**src/rtl/ldfmt_pkg.sv**
```systemverilog
package ldfmt_pkg;

    typedef enum logic [1:0] {
        SZ_BYTE = 2'd0,
        SZ_HALF = 2'd1,
        SZ_WORD = 2'd2,
        SZ_WIDE = 2'd3
    } acc_size_e;

    function automatic logic is_word_access(input acc_size_e sz);
        return (sz == SZ_WORD) || (sz == SZ_WIDE);
    endfunction

endpackage

```
**src/rtl/ldfmt_rotator.sv**
```systemverilog
module ldfmt_rotator #(
    parameter int DATA_W = 32,
    parameter int LANE_W = 8,
    parameter int LANES  = DATA_W / LANE_W,
    parameter int OFF_W  = $clog2(LANES)
) (
    input  logic [DATA_W-1:0] raw,
    input  logic [OFF_W-1:0]  off,
    output logic [DATA_W-1:0] rotated
);

    logic [DATA_W-1:0] cand [LANES];

    // one candidate per lane offset: rotate right by k lanes
    for (genvar k = 0; k < LANES; k++) begin : g_rot
        if (k == 0) begin : g_zero
            assign cand[k] = raw;
        end else begin : g_shift
            assign cand[k] = {raw[k*LANE_W-1:0], raw[DATA_W-1:k*LANE_W]};
        end
    end

    assign rotated = cand[off];

endmodule

```
**src/rtl/ldfmt_narrow.sv**
```systemverilog
module ldfmt_narrow #(
    parameter int DATA_W = 32,
    parameter int LANE_W = 8,
    parameter int LANES  = DATA_W / LANE_W,
    parameter int OFF_W  = $clog2(LANES)
) (
    input  logic [DATA_W-1:0] raw,
    input  logic [OFF_W-1:0]  off,
    input  logic              is_half,
    input  logic              signed_ext,
    output logic [DATA_W-1:0] widened
);

    localparam int HALF_W = 2 * LANE_W;
    localparam int HALVES = LANES / 2;

    logic [LANE_W-1:0] blane [LANES];
    logic [HALF_W-1:0] hlane [HALVES];

    for (genvar k = 0; k < LANES; k++) begin : g_byte
        assign blane[k] = raw[k*LANE_W +: LANE_W];
    end

    for (genvar j = 0; j < HALVES; j++) begin : g_half
        assign hlane[j] = raw[j*HALF_W +: HALF_W];
    end

    logic [LANE_W-1:0] bsel;
    logic [HALF_W-1:0] hsel;
    logic              fill;

    always_comb begin
        bsel = blane[off];
        hsel = hlane[off[OFF_W-1:1]];
        if (is_half) begin
            fill    = signed_ext & hsel[HALF_W-1];
            widened = {{(DATA_W-HALF_W){fill}}, hsel};
        end else begin
            fill    = signed_ext & bsel[LANE_W-1];
            widened = {{(DATA_W-LANE_W){fill}}, bsel};
        end
    end

endmodule

```
**src/rtl/load_formatter.sv**
```systemverilog
module load_formatter
    import ldfmt_pkg::*;
#(
    parameter int DATA_W = 32,
    parameter int LANE_W = 8,
    parameter int LANES  = DATA_W / LANE_W,
    parameter int OFF_W  = $clog2(LANES)
) (
    input  logic              clk,
    input  logic              rst_n,
    input  logic              in_valid,
    input  logic [DATA_W-1:0] rd_word,
    input  logic [OFF_W-1:0]  addr_lo,
    input  logic [1:0]        acc_size,
    input  logic              sign_ext,
    input  logic              dest_pc,
    input  logic              pc_bit0_clear,
    output logic              out_valid,
    output logic [DATA_W-1:0] out_data,
    output logic              branch_req
);

    typedef struct packed {
        logic              vld;
        logic              br;
        logic [DATA_W-1:0] data;
    } fmt_state_t;

    fmt_state_t st_d, st_q;

    acc_size_e         size_e;
    logic              word_acc;
    logic [DATA_W-1:0] rot_val;
    logic [DATA_W-1:0] nar_val;

    assign size_e   = acc_size_e'(acc_size);
    assign word_acc = is_word_access(size_e);

    ldfmt_rotator #(
        .DATA_W(DATA_W), .LANE_W(LANE_W), .LANES(LANES), .OFF_W(OFF_W)
    ) i_rot (
        .raw     (rd_word),
        .off     (addr_lo),
        .rotated (rot_val)
    );

    ldfmt_narrow #(
        .DATA_W(DATA_W), .LANE_W(LANE_W), .LANES(LANES), .OFF_W(OFF_W)
    ) i_nar (
        .raw        (rd_word),
        .off        (addr_lo),
        .is_half    (size_e == SZ_HALF),
        .signed_ext (sign_ext),
        .widened    (nar_val)
    );

    always_comb begin
        st_d     = st_q;
        st_d.vld = in_valid;
        st_d.br  = in_valid && dest_pc && word_acc;
        if (in_valid) begin
            st_d.data = word_acc ? rot_val : nar_val;
            if (word_acc && dest_pc && pc_bit0_clear) begin
                st_d.data[0] = 1'b0;
            end
        end
    end

    always_ff @(posedge clk or negedge rst_n) begin
        if (!rst_n) begin
            st_q <= '0;
        end else begin
            st_q <= st_d;
        end
    end

    assign out_valid  = st_q.vld;
    assign out_data   = st_q.data;
    assign branch_req = st_q.br;

    // strobe follows input strobe by one cycle
    assert_valid_follow_R9: assert property (@(posedge clk) disable iff (!rst_n)
        in_valid |=> out_valid);
    assert_valid_drop_R9: assert property (@(posedge clk) disable iff (!rst_n)
        !in_valid |=> !out_valid);
    assert_branch_gated_R9: assert property (@(posedge clk) disable iff (!rst_n)
        branch_req |-> out_valid);
    assert_hold_data_R9: assert property (@(posedge clk) disable iff (!rst_n)
        !in_valid |=> $stable(out_data));
    assert_byte_zero_R2: assert property (@(posedge clk) disable iff (!rst_n)
        (in_valid && size_e == SZ_BYTE && !sign_ext) |=> (out_data[DATA_W-1:LANE_W] == '0));
    assert_half_sign_R5: assert property (@(posedge clk) disable iff (!rst_n)
        (in_valid && size_e == SZ_HALF && sign_ext)
        |=> (out_data[DATA_W-1:2*LANE_W] == {(DATA_W-2*LANE_W){out_data[2*LANE_W-1]}}));
    assert_pc_even_R8: assert property (@(posedge clk) disable iff (!rst_n)
        (in_valid && dest_pc && word_acc && pc_bit0_clear) |=> (branch_req && !out_data[0]));
    assert_narrow_no_branch_R7: assert property (@(posedge clk) disable iff (!rst_n)
        (in_valid && !word_acc) |=> !branch_req);

endmodule

```
**config.mk**
```make
export PLATFORM = sky130hd
export DESIGN_NAME = load_formatter
export DESIGN_NICKNAME = d
export VERILOG_FILES = /design/src/rtl/ldfmt_pkg.sv /design/src/rtl/ldfmt_rotator.sv /design/src/rtl/ldfmt_narrow.sv /design/src/rtl/load_formatter.sv
export SDC_FILE = /design/constraint.sdc
export NUM_CORES = 1
export LEC_CHECK = 0
export BUFFER_PORTS_ARGS = -buffer_cell sky130_fd_sc_hd__buf_4
export CAP_MARGIN = 0
export CORE_ASPECT_RATIO = 0.75
export CORE_UTILIZATION = 40
export DETAILED_ROUTE_END_ITERATION = 16
export PLACE_DENSITY_LB_ADDON = 0.12
export SLEW_MARGIN = 30
export SYNTH_ARGS = -nofsm -noshare
export SYNTH_HDL_FRONTEND = slang
export SYNTH_SLANG_ARGS = --single-unit
```
**constraint.sdc**
```tcl
create_clock -name clk -period 1 [get_ports clk]
set_clock_uncertainty 0.15 [all_clocks]
set_input_delay 0.15 -clock clk [delete_from_list [all_inputs] [get_ports clk]]
set_output_delay 0.15 -clock clk [all_outputs]
set_load 0.03 [all_outputs]
```
==> metrics.csv <==
metric,value,unit
clock-pin slew on the worst setup and hold paths,0.07,ns
fmax,0.8626,GHz
Slew @ Worst Pin,0.2852,ns
P_leak,1.795,nW
Initial Utilization,0.4256,
max-slew violations,0,
worst skew pair latency,0.29,ns
H-tree levels,2,
Max VDD drop,606.4,uV
clk buf depth,2,
crit share post-route,1.159,
Setup CP Type,in2reg,
RSZ-0062 raised after global routing,yes,
Worst path slowest cell,mux2i_2,
number of diodes,0,
yosys warns,0,
Mapped Cells,191,
CP Capture Type,flip-flop,
root buffer cell,clkbuf_8,
# IOs,76,
"Critical Path, Cell by Cell",buf_16 > buf_8 > mux2i_2 > nand2_1 > a41oi_2 > buf_6 > a21oi_1,
final setup fails,66,
Rel. slew slack,0.8044,
"Arr. time, crit path",1.18,ns
Core Box Area,5468,um2
ratio of cells with drive above 1 in the final layout,0.7107,
CP startpoint kind,primary input,
pin count of the biggest net entering global routing,20,
Syn Area/Cell,12.18,um2
drt wl/cell,18.64,um
largest cells by area after synthesis,"dfrtp_1 37%, mux4_2 28%, mux2_2 7.7%, a21oi_1 4.7%, nand2_1 4.0%",
Post-synth EDFFs,0,
WL final,7326,um
CTS tree,done,
DRC,0,
Final Total Pwr,4.896,mW
CP peak stage delay,0.23,ns
#FFs+latches synth,34,
CP top delay family,buffers and inverters,
# clock sinks,34,
Tmin final,1.159,ns
RD Place Congestion,0.8630,
Synth area leader,dfrtp_1,
Detailed Route Iter0 Violations,78,
Synth cell types,28,
CTS Buf Count,5,
Die Y,68.06,um
Area Overhead vs Synth,70.70,%
Via Count,2198,
Vias/cell,5.593,
Antenna Violating Nets Remaining,0,
NumNets Final,360,
"commonest non-fill, non-tap cell in the layout",buf_4,
failing checks,setup timing,
syn_nets,233,
Worst Path Buf+Inv,3,
Cell Pwr Density,1232,nW/um2
worst setup margin,-0.1593,ns
global-route wire length before repair,11150,um
dominant synthesized flop cell,dfrtp_1,
initial antenna violation count,0,
Mapped Area,2327,um2
"Core Util, Final",0.7265,
"commonest cells after routing, fill and taps aside","76 x buf_4, 42 x buf_6, 34 x dfrtp_1, 29 x mux4_2",
DRT Pass-1 Iters,4,
HPWL after DPL,4983,um
Yosys top cell area share,0.3656,
Hold Fails Final Rpt,0,
result of the run,finished with violations,
die area,6130,um2
crit path max fanout,6,
Critical Path RT,1.03,ns
row cnt,23,
grt total ovfl,0,
"Async S/R FF share, synth",1.000,
IO buf count,75,
"Seq/Total Area, Yosys",0.3656,
Tot GR Track Use,0.2427,
die width,90.08,um
Hold Crit Class,in2reg,
vias in the first global route,2155,
Max Cap Violations,0,
-- metrics by stage --
stage | instances | cell area, um2 | setup slack (ns) | hold slack [ns] | TNS, ns
6_report | 393 | 3973 | -0.1593 | 0.09981 | -8.251
5_1_grt | 393 | 3973 | -0.1734 | 0.1051 | -9.108
4_1_cts | 389 | 3876 | -0.1540 | 0.09436 | -7.455
3_5_place_dp | 362 | 3247 | -0.5612 | -0.1225 | -16.74
3_3_place_gp | 362 | 3247 | -0.5374 | -0.1249 | -16.53
2_1_floorplan | 191 | 2405 | -0.3930 | -0.2956 | -9.794
-- kinds of logic (layout without fill, tap and decap cells) --
group           count (synthesis)  in the layout  share of synthesized area
simple gates                   50             50                     0.1048
flops                          34             34                     0.3656
mux                            50             50                     0.3817
compound gates                 37             37                    0.09947
buf+inv                        20            147                    0.04838
-- worst paths after layout --
check | from | end | slack [ns] | depth (start not counted)
setup reg to reg | out_data[29] | out_data[29] | -0.10 | 4
hold / removal | dest_pc | out_data[0] | 0.1 | 3
min in group asynchronous | rst_n | out_data[16] | 0.12 | 2
setup / recovery | addr_lo[1] | out_data[12] | -0.16 | 7
hold reg to reg | out_data[4] | out_data[4] | 0.39 | 1
max in group asynchronous | rst_n | out_data[15] | 0.21 | 3
-- state kept, by name (all words and copies together), names as in the netlist --
signal      count
out_data       32
branch_req      1
out_valid       1
-- Yosys cell counts (2+ instances only) --
| cell type | count |
|---|---|
| buf_6 | 2 |
| nand3_1 | 2 |
| o22ai_1 | 7 |
| dfrtp_1 | 34 |
| clkbuf_1 | 3 |
| buf_4 | 4 |
| o221ai_1 | 2 |
| nor2_1 | 2 |
| nand2_1 | 25 |
| inv_1 | 4 |
| mux2i_1 | 4 |
| nand2b_1 | 3 |
| nor2b_1 | 15 |
| mux2_2 | 16 |
| a21oi_1 | 22 |
| mux4_2 | 29 |
| buf_2 | 6 |
-- cell type report --
type,instances,area (um2)
repair buffers,136,1364
inverters,4,15.01
well taps,75,93.84
multi-input cells,137,1573
flip-flops and latches,34,850.8
fillers,388,1495
clock buffers,7,76.32
-- tightest hold or removal path, delay by kind of cell --
family / cells / cell delay [ns]
compound gates: 2 / 0.27
buf+inv: 1 / 0.08
-- report_power, final --
group	switching (mW)	internal [mW]
Clock	0.501	0.480
Combinational	1.02	1.20
Sequential	0.139	1.56
-- what timing repair did --
| action | 4_1_cts | 5_1_grt |
|---|---|---|
| resized for setup | 89 | 24 |
| hold endpoints to repair | 35 | 0 |
| gates cloned | 3 | 0 |
| pin swaps | 9 | 9 |
| hold buffers | 2 | 0 |
| setup endpoints to repair | 66 | 66 |
| setup buffers | 15 | 7 |
-- routing by layer --
layer / wire length (um) / track usage / vias to the layer above
li1: - / - / 987
met1: 3387 / 0.3417 / 1110
met2: 3399 / 0.3807 / 88
met3: 392 / 0.04444 / 13
met4: 147 / 0.09073 / 0
met5: 0 / 0 / -
No activity file was read; power rests on OpenSTA's default activity.
